--- src/rtl/bsa_pkg.sv ---
package bsa_pkg;
  typedef struct packed {
    logic sum;
    logic cout;
  } fa_t;

  function automatic fa_t full_add(input logic x, input logic y, input logic ci);
    fa_t r;
    r.sum  = x ^ y ^ ci;
    r.cout = (x & y) | (x & ci) | (y & ci);
    return r;
  endfunction
endpackage

--- src/rtl/bsa_shift_reg.sv ---
module bsa_shift_reg #(
  parameter int W = 8
) (
  input  logic         clk,
  input  logic         rst,
  input  logic         load_en,
  input  logic [W-1:0] load_val,
  input  logic         shift_en,
  input  logic         top_in,
  output logic [W-1:0] q
);
  always_ff @(posedge clk) begin
    if (rst)           q <= '0;
    else if (load_en)  q <= load_val;
    else if (shift_en) q <= {top_in, q[W-1:1]};
  end
endmodule

--- src/rtl/bsa_carry_unit.sv ---
module bsa_carry_unit (
  input  logic clk,
  input  logic rst,
  input  logic clr,
  input  logic step,
  input  logic x_bit,
  input  logic y_bit,
  output logic sum_bit,
  output logic cout,
  output logic c_q
);
  import bsa_pkg::*;
  fa_t fa;

  always_comb begin
    fa      = full_add(x_bit, y_bit, c_q);
    sum_bit = fa.sum;
    cout    = fa.cout;
  end

  // clear wins over capture, so the final carry of a pass is dropped here
  always_ff @(posedge clk) begin
    if (rst || clr) c_q <= 1'b0;
    else if (step)  c_q <= fa.cout;
  end
endmodule

--- src/rtl/bsa_seq.sv ---
module bsa_seq #(
  parameter int W = 8
) (
  input  logic clk,
  input  logic rst,
  input  logic start_i,
  output logic busy,
  output logic start_ok,
  output logic last_shift,
  output logic done
);
  localparam int CW = (W > 2) ? $clog2(W) : 1;
  localparam logic [CW-1:0] LAST = CW'(W - 1);

  logic [CW-1:0] cnt;

  assign start_ok   = start_i & ~busy;
  assign last_shift = busy & (cnt == LAST);

  always_ff @(posedge clk) begin
    if (rst) begin
      cnt  <= '0;
      busy <= 1'b0;
      done <= 1'b0;
    end else begin
      done <= last_shift;
      if (start_ok) begin
        cnt  <= '0;
        busy <= 1'b1;
      end else if (busy) begin
        cnt <= cnt + 1'b1;
        if (last_shift) busy <= 1'b0;
      end
    end
  end
endmodule

--- src/rtl/bit_serial_accum.sv ---
module bit_serial_accum #(
  parameter int W = 8
) (
  input  logic         clk,
  input  logic         rst,
  input  logic         start_i,
  input  logic         accum_i,
  input  logic [W-1:0] a_load_i,
  input  logic [W-1:0] b_load_i,
  input  logic         ser_i,
  output logic         busy_o,
  output logic         done_o,
  output logic [W-1:0] acc_o,
  output logic         carry_o
);
  // named internal events, visible to the bound checker
  logic         start_ok;
  logic         last_shift;
  logic         load_ops;
  logic         sum_bit;
  logic         cout;
  logic         carry_q;
  logic [W-1:0] b_q;

  assign load_ops = start_ok & ~accum_i;

  bsa_seq #(.W(W)) u_seq (
    .clk(clk), .rst(rst), .start_i(start_i),
    .busy(busy_o), .start_ok(start_ok), .last_shift(last_shift), .done(done_o)
  );

  bsa_shift_reg #(.W(W)) u_reg_a (
    .clk(clk), .rst(rst), .load_en(load_ops), .load_val(a_load_i),
    .shift_en(busy_o), .top_in(sum_bit), .q(acc_o)
  );

  bsa_shift_reg #(.W(W)) u_reg_b (
    .clk(clk), .rst(rst), .load_en(load_ops), .load_val(b_load_i),
    .shift_en(busy_o), .top_in(ser_i), .q(b_q)
  );

  bsa_carry_unit u_carry (
    .clk(clk), .rst(rst), .clr(start_ok | last_shift), .step(busy_o),
    .x_bit(acc_o[0]), .y_bit(b_q[0]),
    .sum_bit(sum_bit), .cout(cout), .c_q(carry_q)
  );

  always_ff @(posedge clk) begin
    if (rst)             carry_o <= 1'b0;
    else if (last_shift) carry_o <= cout;
  end
endmodule

--- config.mk ---
export PLATFORM = sky130hd
export DESIGN_NAME = bit_serial_accum
export DESIGN_NICKNAME = d
export VERILOG_FILES = /design/src/rtl/bsa_pkg.sv /design/src/rtl/bsa_shift_reg.sv /design/src/rtl/bsa_carry_unit.sv /design/src/rtl/bsa_seq.sv /design/src/rtl/bit_serial_accum.sv
export SDC_FILE = /design/constraint.sdc
export NUM_CORES = 1
export LEC_CHECK = 0
export CORE_MARGIN = 2
export CORE_UTILIZATION = 53
export CTS_BUF_LIST = sky130_fd_sc_hd__clkbuf_4 sky130_fd_sc_hd__clkbuf_8
export CTS_CLUSTER_DIAMETER = 60
export CTS_CLUSTER_SIZE = 40
export DETAILED_ROUTE_END_ITERATION = 6
export GPL_TIMING_DRIVEN = 0
export PLACE_DENSITY_LB_ADDON = 0.08
export SYNTH_ARGS = -nofsm -noshare
export SYNTH_HDL_FRONTEND = slang
export SYNTH_SLANG_ARGS = --single-unit
--- constraint.sdc ---
create_clock -name clk -period 3.7 [get_ports clk]
set_input_delay 0.555 -clock clk [delete_from_list [all_inputs] [get_ports clk]]
set_output_delay 0.555 -clock clk [all_outputs]
set_load 0.05 [all_outputs]
After elaboration in Yosys (flattened, before gate mapping)
Cells that the tools add are included.

cells by class
  multiplexer cells = 7
  bitwise gates (word level) = 13
  add/subtract/negate cells = 1
  equality and inequality tests = 1
  reduce and logical (&&, ||, !) cells = 3

operators by type and width
  operator                                      count
  2-to-1 mux 8 bit                              4
  AND 1 bit                                     6
  adder 3 x 1 -> 3 bit (second input constant)  1
  equality test 3 bit (second input constant)   1
  2-to-1 mux 1 bit                              3
  OR 1 bit                                      3
  NOT 1 bit                                     2
  nonzero test 2 bit                            1
  OR reduction 2 bit                            1
  XOR 1 bit                                     2
  logical OR 1 bit                              1

word-level totals
  input bits = 21
  bits in registers = 23
  output and inout bits = 11
  word-level logic and storage cells = 32

Logic depth before layout (Yosys ltp)
Gate-level depths: netlist (run 1).

  depth in word-level cells = 5
  gate-level depth with buffers = 5
  depth with buffers taken out = 5

Cells and area by module
From an unflattened synthesis (run 1), not the netlist that was laid out.

unflattened totals
  cell total of the unflattened synthesis = 100
  area total of the unflattened synthesis = 1057.3 sq um

modules (own cells, without submodules)
  module            sequential area each (sq um)  cells an instance  area each (sq um)  instances
  bsa_shift_reg     160.2                         35                 369.1              2
  bsa_seq           100.1                         21                 212.7              1
  bsa_carry_unit    20.0                          4                  60.1               1
  bit_serial_accum  20.0                          5                  46.3               1

Worst setup path before layout (run 1)
Ideal clock, no wire load.

  kind = reg-to-reg
  start point = register u_seq.busy
  end point = register u_seq.busy
  stages on the path, launching flop included = 5
  path slack = 2.329 ns
  arrival = 1.243 ns
  clock period less this slack = 1.371 ns
  path buffers = 2
  required time = 3.572 ns
  library setup time = 0.128 ns
  path through = dfxtp_1 > buf_2 > buf_2 > mux2i_1 > nor2_1

on the way
  longest elaborated chain between the ends = 4
  elaborated cells between the ends (all ways) = 6
  those cells by class = 3 x mux; 3 x bitwise

RTL lines
  item                      line           source
  start: declaration        bsa_seq.sv:7   output logic busy,
  start signal: assignment  bsa_seq.sv:23  busy <= 1'b0;
  start signal: assignment  bsa_seq.sv:29  busy <= 1'b1;
  start signal: assignment  bsa_seq.sv:32  if (last_shift) busy <= 1'b0;
  AND 1 bit                 bsa_seq.sv:18  assign last_shift = busy & (cnt == LAST);
  2-to-1 mux 1 bit          bsa_seq.sv:32
  2-to-1 mux 1 bit          bsa_seq.sv:30  end else if (busy) begin
  2-to-1 mux 1 bit *        bsa_seq.sv:27  if (start_ok) begin

Mark *: on every way between the ends. The rest lies on a longest branch, timed or not.
A chain may end at the register's enable or synchronous reset.

Worst setup path in the final report (run 1)
  start point = register u_reg_a.q[0]
  end point = output acc_o[0]

RTL lines
  item                      line                    source
  start: declaration        bsa_shift_reg.sv:10     output logic [W-1:0] q
  start signal: assignment  bsa_shift_reg.sv:14     else if (load_en) q <= load_val;
  start signal: assignment  bsa_shift_reg.sv:15     else if (shift_en) q <= {top_in, q[W-1:1]};
  end: declaration          bit_serial_accum.sv:13  output logic [W-1:0] acc_o,

No word-level cell between the ends.

==> results.json, run 1 <==
{
  "status": "completed",
  "grt_pass1_vias": 1009,
  "final-hold-violation-count": 0,
  "layout.cells.non_filler": 205,
  "synth_fa_ha_area_share_pct": 5.01,
  "mostFrequentLayoutCells": "31 x clkdlybuf4s50_1, 23 x dfxtp_1, 22 x nor2_1",
  "muxShareOfSynthArea_pct": 0.871,
  "period_minus_slack_ns": 2.16,
  "globalRouteOverflowTotal": 0,
  "grt_start_max_net_pins": 13,
  "critical_path_arrival_ns": 1.60,
  "crit_fanout": 3,
  "fin_ws_ns": 1.54,
  "drc": 0,
  "synth-simple-area-share_pct": 16.5,
  "power.density_nw_per_um2": 367,
  "netlist_instances": 143,
  "area_delta_synth_final_pct": 32.5,
  "drtPass1Iterations": 5,
  "antenna_found_initial": 0,
  "fin_nets": 204,
  "leakagePower_nw": 0.660,
  "gp_congestion": 0.748,
  "synth-compound-area-share_pct": 23.5,
  "routedWlPerCell_um": 12.3,
  "rows": 16,
  "cts.sinks": 23,
  "period_share_pct": 58.3,
  "rsz0062_at_grt": "no",
  "setup_tns_ns": 0,
  "cts_resized": 0,
  "pre_cts_slack_ns": 1.82,
  "root_buffer": "clkbuf_4",
  "die_w_um": 50.6,
  "whs_ns": 0.464,
  "timing.fmax_mhz": 464,
  "grt_pass1_wl_mm": 4.49,
  "drt-total-wl_mm": 2.53,
  "die-area_um2": 2560,
  "synth_fp_nets": 168,
  "required_ns": 3.14,
  "die_h_um": 50.6,
  "ir_drop_v": 0.000225,
  "drt-initial-drc-count": 23,
  "startpoint_type": "flip-flop",
  "post-dp-hpwl_mm": 1.86,
  "post_synth_xor_area_fraction_pct": 0,
  "clock_latency_ns": 0.31,
  "cp_num_buf_inv": 2,
  "design_area_um2": 1520,
  "power_mw": 0.559,
  "fin_skew_ns": 0.00396,
  "ys_seq_elements": 23,
  "cts_max_path_buffers": 2,
  "synth_top_family_by_area": "compound AO/OA/AOI/OAI gates",
  "tightest_slew_ns": 0.496,
  "start_util_pct": 57.4,
  "cp_top_family": "buffers and inverters",
  "clk_pin_slew_worst_paths_ns": 0.12,
  "slew_viol_final": 0,
  "dp_cells": 201,
  "yosysWarnings": 0,
  "coreArea_um2": 2000,
  "crit_type": "reg -> out",
  "vias": 1086,
  "critPathMaxStageDelay_ns": 0.78,
  "htree_levels": 1,
  "hold_buffers": 0,
  "viasPerCell": 5.30,
  "seq_area_frac_synth_pct": 40.0,
  "ios": 32,
  "drive_gt1_share_pct": 8.99,
  "diodes": 0,
  "grt_usage_pct": 23.2,
  "final_common_cell": "clkdlybuf4s50_1",
  "setup_viol": 0,
  "worstHoldPathType": "reg -> reg",
  "netlist_area_um2": 1150,
  "ys_types": 17,
  "port_buffers": 31,
  "crit_chain": "buf_4 -> clkdlybuf4s50_1",
  "cts_setup_buffers": 0,
  "tritoncts": "yes",
  "ant_nets": 0,
  "post-route-util_pct": 76.1,
  "cpMaxStageDelayCell": "clkdlybuf4s50_1",
  "crit_path_end_kind": "output pin",
  "cts_made_buffers": 3,
  "cap_violations": 0,
  "relSlewSlack_pct": 66.8,
  "postSynthAreaPerCell_um2": 8.04,
  "place_area_um2": 1490
}
[metal layers]
layer | routed length (um) | GRT usage [%]
met1 | 1080 | 27.5
met2 | 1330 | 41.4
met3 | 94 | 4.17
met4 | 25 | 8.56
met5 | 0 | 0
[layout make-up]
type                            instances  area [um2]
Timing Repair Buffer                   31         310
Fill cell                             158         478
Sequential cell                        23         460
Multi-Input combinational cell         88         528
Tap cell                               27        33.8
Clock buffer                            4        30.0
Inverter                               19        71.3
Buffer                                 13        90.1
[worst paths after layout]
path / depth (start not counted) / end / slack (ns) / startpoint
worst min register to register: 2 / carry_o$_SDFFE_PP0P_ / 0.46 / carry_o$_SDFFE_PP0P_
worst max register to register: 4 / u_reg_a.q[7]$_SDFFE_PP0P_ / 2.42 / u_carry.c_q$_SDFFE_PP0P_
worst min-delay path: 2 / carry_o$_SDFFE_PP0P_ / 0.46 / carry_o$_SDFFE_PP0P_
worst max-delay path: 2 / acc_o[0] / 1.54 / u_reg_a.q[0]$_SDFFE_PP0P_
[power breakdown]
group	internal, mW	total (mW)	switching (mW)
sequential	0.266	0.278	0.0118
clock	0.0494	0.122	0.0728
combinational	0.0716	0.159	0.0871
total	0.387	0.559	0.172
[cells in the mapped netlist]
master | instances | area [um2]
buf_6 | 4 | 45.0
nand3_1 | 1 | 5.00
fa_1 | 1 | 20.0
inv_1 | 19 | 71.3
buf_4 | 1 | 7.51
nor2_1 | 22 | 82.6
o311a_1 | 16 | 160
mux2i_1 | 1 | 10.0
buf_2 | 6 | 30.0
dfxtp_1 | 23 | 460
ha_1 | 3 | 37.5
clkbuf_1 | 2 | 7.51
nand2b_2 | 1 | 8.76
nand2_1 | 19 | 71.3
a21oi_1 | 20 | 100
o32a_1 | 1 | 10.0
nor3b_1 | 3 | 22.5
[cells by family (layout without fill, tap and decap cells)]
kind of cell,count (synthesis),in the layout
buf+inv,32,67
flops,23,23
simple gates,46,46
compound gates,37,37
mux,1,1
fa+ha+maj,4,4
[flip-flops by register name (all words and copies together) (netlist names)]
name         flops
carry_o          1
u_reg_a.q        8
u_carry.c_q      1
u_reg_b.q        8
u_seq.cnt        3
u_seq.done       1
u_seq.busy       1
[worst register-to-register path: stages, from the launching register on]
cell	delay, ns
dfxtp_1	0.35
fa_1	0.54
inv_1	0.04
a21oi_1	0.14
o311a_1	0.17
(Power assumes the default switching activity.)
==> inputs of run 2 (changes only) <==
--- a/config.mk
+++ b/config.mk
@@ -6,7 +6,7 @@
 export NUM_CORES = 1
 export LEC_CHECK = 0
 export CORE_MARGIN = 2
-export CORE_UTILIZATION = 53
+export CORE_UTILIZATION = 49
 export CTS_BUF_LIST = sky130_fd_sc_hd__clkbuf_4 sky130_fd_sc_hd__clkbuf_8
 export CTS_CLUSTER_DIAMETER = 60
 export CTS_CLUSTER_SIZE = 40
==> constraint.sdc (replaced) <==
create_clock -name clk -period 2.3 [get_ports clk]
set_input_delay 0.345 -clock clk [delete_from_list [all_inputs] [get_ports clk]]
set_output_delay 0.345 -clock clk [all_outputs]
set_load 0.05 [all_outputs]
==> run 2 against run 1 <==
Net effect:
- core utilization down 7.2 points
- register-to-register slack got worse by 1.4 ns
- first-iteration DRC count is 17% higher
- largest power group unchanged
- sequential cell count is the same
- clock power is 61% higher
- global-route usage is 1.5 points lower
==> results.json, run 2 (synthesized netlist as in run 1, its figures left out) <==
{
  "status": "completed",
  "area_delta_synth_final_pct": 32.6,
  "cts_max_path_buffers": 2,
  "power_mw": 0.898,
  "root_buffer": "clkbuf_4",
  "drt-initial-drc-count": 27,
  "mostFrequentLayoutCells": "31 x clkdlybuf4s50_1, 23 x dfxtp_1, 22 x nor2_1",
  "rows": 17,
  "viasPerCell": 5.22,
  "timing.rr.end": "u_reg_a.q[7]$_SDFFE_PP0P_",
  "fin_nets": 204,
  "critPathMaxStageDelay_ns": 0.78,
  "r2r_cells": 4,
  "routedWlPerCell_um": 12.3,
  "htree_levels": 1,
  "rsz0062_at_grt": "no",
  "ios": 32,
  "setup_viol": 0,
  "die-area_um2": 2750,
  "leakagePower_nw": 0.660,
  "die_h_um": 52.4,
  "crit_path_end_kind": "output pin",
  "period_minus_slack_ns": 1.95,
  "drt-total-wl_mm": 2.54,
  "port_buffers": 31,
  "holdPathEnd": "carry_o$_SDFFE_PP0P_",
  "grt_pass1_wl_mm": 4.41,
  "diodes": 0,
  "cts_resized": 0,
  "drive_gt1_share_pct": 8.99,
  "drc": 0,
  "final-hold-violation-count": 0,
  "post-route-util_pct": 68.9,
  "slew_viol_final": 0,
  "ant_nets": 0,
  "coreArea_um2": 2210,
  "fin_skew_ns": 0.00131,
  "power.density_nw_per_um2": 589,
  "crit_fanout": 3,
  "grt_usage_pct": 21.7,
  "cap_violations": 0,
  "fin_ws_ns": 0.354,
  "reg2reg_from": "u_carry.c_q$_SDFFE_PP0P_",
  "period_share_pct": 84.6,
  "start_util_pct": 52.0,
  "required_ns": 1.96,
  "tightest_slew_ns": 0.515,
  "hold_buffers": 0,
  "cts_setup_buffers": 0,
  "whs_ns": 0.468,
  "pre_cts_slack_ns": 0.630,
  "crit_chain": "buf_4 -> clkdlybuf4s50_1",
  "globalRouteOverflowTotal": 0,
  "cts_made_buffers": 3,
  "cpMaxStageDelayCell": "clkdlybuf4s50_1",
  "crit_type": "reg -> out",
  "cts.sinks": 23,
  "vias": 1076,
  "gp_congestion": 0.790,
  "startpoint_type": "flip-flop",
  "tritoncts": "yes",
  "die_w_um": 52.4,
  "ir_drop_v": 0.000387,
  "worstHoldPathType": "reg -> reg",
  "final_common_cell": "clkdlybuf4s50_1",
  "clock_latency_ns": 0.31,
  "grt_start_max_net_pins": 13,
  "cp_top_family": "buffers and inverters",
  "post-dp-hpwl_mm": 1.91,
  "timing.fmax_mhz": 514,
  "grt_pass1_vias": 1089,
  "reg.largest.list": "u_reg_a.q: 8 flops, u_reg_b.q: 8 flops, u_seq.cnt: 3 flops",
  "min-delay-start": "carry_o$_SDFFE_PP0P_",
  "clk_pin_slew_worst_paths_ns": 0.12,
  "cp_num_buf_inv": 2,
  "setup_tns_ns": 0,
  "whs_path_depth": 2,
  "ff2ff_setup_slack_ns": 1.01,
  "drtPass1Iterations": 4,
  "antenna_found_initial": 0,
  "critical_path_arrival_ns": 1.60,
  "worstSetupStartpoint": "u_reg_a.q[0]$_SDFFE_PP0P_",
  "relSlewSlack_pct": 65.6
}
## run 2: worst max-delay path by stage
| stage | end | slack [ns] | depth (start not counted) |
|---|---|---|---|
| after floorplan | u_seq.busy$_SDFF_PP0_ | 0.93 | 4 |
| after global placement | u_reg_a.q[0]$_SDFFE_PP0P_ | 0.65 | 4 |
| after detailed placement | u_reg_b.q[5]$_SDFFE_PP0P_ | 0.63 | 4 |
| after CTS | acc_o[0] | 0.34 | 2 |
| after global routing | acc_o[0] | 0.29 | 2 |
| final | acc_o[0] | 0.35 | 2 |
## run 2: cell type report
| type | instances | area, um2 |
|---|---|---|
| fillers | 196 | 687 |
| multi-input cells | 88 | 528 |
| flip-flops and latches | 23 | 460 |
| repair buffers | 31 | 310 |
| plain buffers | 13 | 90.1 |
| inverters | 19 | 71.3 |
| well taps | 28 | 35.0 |
| clock buffers | 4 | 30.0 |
## run 2: per-layer routing
| metal | wire, um | vias to the layer above | track usage (%) |
|---|---|---|---|
| li1 | - | 553 | - |
| met4 | 36 | 0 | 8.55 |
| met2 | 1240 | 31 | 40.6 |
| met3 | 175 | 5 | 4.00 |
| met5 | 0 | - | 0 |
| met1 | 1090 | 487 | 23.7 |
## run 2: where the power goes
| group | total, mW | switching [mW] | internal (mW) | leakage [nW] |
|---|---|---|---|---|
| clock network | 0.196 | 0.117 | 0.0796 | 0.0184 |
| logic | 0.255 | 0.140 | 0.115 | 0.452 |
| registers | 0.447 | 0.0185 | 0.428 | 0.190 |
| total | 0.898 | 0.275 | 0.623 | 0.660 |
## run 2: metrics by stage
step | cells | area (um2)
final | 206 | 1530
after global routing | 206 | 1530
after CTS | 206 | 1530
after detailed placement | 202 | 1500
after global placement | 202 | 1500
after floorplan | 143 | 1150
## run 2: worst min-delay path: cells and delay by family (launching register included)
kind / cells / cell delay [ns]
DFF: 1 / 0.33
and+or+nand+nor: 1 / 0.05
AOI/OAI and AO/OA: 1 / 0.05
==> inputs of run 3 (changes only) <==
==> constraint.sdc (replaced) <==
create_clock -name clk -period 1.9 [get_ports clk]
set_input_delay 0.285 -clock clk [delete_from_list [all_inputs] [get_ports clk]]
set_output_delay 0.285 -clock clk [all_outputs]
set_load 0.05 [all_outputs]
==> run 3 against run 2 <==
Net effect:
- critical path depth is 1 lower
- non-clock buffer count is the same
- cell count unchanged
- sequential share of layout area barely moved
- hold slack did not move
- critical path type unchanged
- critical endpoint is now acc_o[6]
- clock power up 21%
- highest routed layer unchanged
- first-iteration DRC count unchanged
==> results.json, run 3 (synthesized netlist as in run 1, its figures left out) <==
{
  "hold_buffers": 0,
  "grt_pass1_wl_mm": 4.41,
  "multi_input_area_um2": 528,
  "timing.rr.end": "u_reg_a.q[7]$_SDFFE_PP0P_",
  "leakagePower_nw": 0.663,
  "crit_fanout": 3,
  "swShare_pct": 30.7,
  "startpoint_type": "flip-flop",
  "vias": 1080,
  "routedWlPerCell_um": 12.4,
  "min-delay-start": "carry_o$_SDFFE_PP0P_",
  "root_buffer": "clkbuf_4",
  "r2r_cells": 4,
  "die_h_um": 52.4,
  "cap_violations": 0,
  "seq_power_share_pct": 49.8,
  "setup_viol": 0,
  "viasPerCell": 5.24,
  "cts_setup_buffers": 0,
  "final_common_cell": "clkdlybuf4s50_1",
  "globalRouteOverflowTotal": 0,
  "slew_viol_final": 0,
  "clk_pin_slew_worst_paths_ns": 0.12,
  "ir_drop_v": 0.000469,
  "cts_resized": 1,
  "final-seq-area_um2": 460,
  "critical_path_arrival_ns": 1.52,
  "final-hold-violation-count": 0,
  "ff2ff_setup_slack_ns": 0.62,
  "post-dp-hpwl_mm": 1.91,
  "rsz0062_at_grt": "no",
  "pre_cts_slack_ns": 0.290,
  "relSlewSlack_pct": 65.6,
  "period_minus_slack_ns": 1.80,
  "cp_num_buf_inv": 1,
  "fin_ws_ns": 0.0994,
  "ant_nets": 0,
  "tritoncts": "yes",
  "port_buffers": 31,
  "setup_tns_ns": 0,
  "cts.sinks": 23,
  "pwr-share-clk_pct": 21.9,
  "fillers": 196,
  "crit_path_end_kind": "output pin",
  "mostFrequentLayoutCells": "30 x clkdlybuf4s50_1, 23 x dfxtp_1, 22 x nor2_1",
  "required_ns": 1.62,
  "timing.fmax_mhz": 555,
  "fin_skew_ns": 0.00132,
  "internal_power_mw": 0.752,
  "grt_start_max_net_pins": 13,
  "place_area_um2": 1500,
  "drtPass1Iterations": 4,
  "htree_levels": 1,
  "holdPathEnd": "carry_o$_SDFFE_PP0P_",
  "cp_top_family": "buffers and inverters",
  "cts_made_buffers": 3,
  "drt-total-wl_mm": 2.55,
  "design_area_um2": 1520,
  "ios": 32,
  "cts_max_path_buffers": 2,
  "cpMaxStageDelayCell": "clkdlybuf4s50_1",
  "worstHoldPathType": "reg -> reg",
  "reg.largest.list": "u_reg_a.q: 8 flops, u_reg_b.q: 8 flops, u_seq.cnt: 3 flops",
  "diodes": 0,
  "crit_type": "reg -> out",
  "drc": 0,
  "grt_usage_pct": 21.7,
  "die_w_um": 52.4,
  "antenna_found_initial": 0,
  "period_share_pct": 94.8,
  "die-area_um2": 2750,
  "fin_nets": 204,
  "reg2reg_from": "u_carry.c_q$_SDFFE_PP0P_",
  "grt_pass1_vias": 1089,
  "coreArea_um2": 2210,
  "clock_latency_ns": 0.31,
  "whs_path_depth": 2,
  "crit_chain": "clkdlybuf4s50_1",
  "status": "completed",
  "start_util_pct": 52.0,
  "gp_congestion": 0.790,
  "power.density_nw_per_um2": 712,
  "post-route-util_pct": 68.9,
  "p_comb_share_pct": 28.3,
  "switchingPower_mw": 0.333,
  "drt-initial-drc-count": 27,
  "area_delta_synth_final_pct": 32.5,
  "rows": 17,
  "drive_gt1_share_pct": 8.99,
  "critPathMaxStageDelay_ns": 0.83,
  "tightest_slew_ns": 0.515
}
## run 3: layer usage
metal / GRT usage [%] / part of all wire (%) / up-vias / routed length [um]
met4: 8.55 / 1.4 / 0 / 35
met2: 40.6 / 49 / 33 / 1240
met3: 4.00 / 7.1 / 5 / 181
met1: 23.7 / 43 / 489 / 1090
li1: - / - / 553 / -
met5: 0 / 0 / - / 0
## run 3: through the flow
step | power [mW] | instances | hold WS [ns]
final | 1.09 | 206 | 0.468
after global routing | 1.15 | 206 | 0.492
after CTS | 1.10 | 206 | 0.472
after detailed placement | 0.861 | 202 | 0.454
after global placement | 0.852 | 202 | 0.444
after floorplan | 0.750 | 143 | 0.429
## run 3: worst register-to-register path, cell delays in order (launching register included)
cell and delay (ns):
dfxtp_1 0.35, fa_1 0.53, inv_1 0.04, a21oi_1 0.15, o311a_1 0.17
## run 3: power by group through the flow
stage	Combinational, mW	Sequential, mW	Clock, mW
2_1_floorplan	0.147	0.603	0
3_3_place_gp	0.302	0.550	0
3_5_place_dp	0.309	0.552	0
4_1_cts	0.309	0.541	0.247
5_1_grt	0.338	0.546	0.267
6_report	0.307	0.541	0.237
## run 3: area by class of cell
class | instances | share of cell area (%)
Clock buffer | 4 | 1.97
Tap cell | 28 | 2.30
Inverter | 19 | 4.68
Timing Repair Buffer | 31 | 20.3
Multi-Input combinational cell | 88 | 34.6
Buffer | 13 | 5.91
Sequential cell | 23 | 30.2
## run 3: worst max-delay path by stage
| stage | depth (start not counted) | start | end | slack [ns] |
|---|---|---|---|---|
| 4_1_cts | 1 | u_reg_a.q[6]$_SDFFE_PP0P_ | acc_o[6] | 0.08 |
| 2_1_floorplan | 4 | u_seq.busy$_SDFF_PP0_ | u_seq.busy$_SDFF_PP0_ | 0.53 |
| 5_1_grt | 1 | u_reg_a.q[6]$_SDFFE_PP0P_ | acc_o[6] | 0.04 |
| 6_report | 1 | u_reg_a.q[6]$_SDFFE_PP0P_ | acc_o[6] | 0.1 |
| 3_5_place_dp | 4 | start_i | u_reg_b.q[5]$_SDFFE_PP0P_ | 0.29 |
| 3_3_place_gp | 4 | start_i | u_reg_a.q[0]$_SDFFE_PP0P_ | 0.31 |
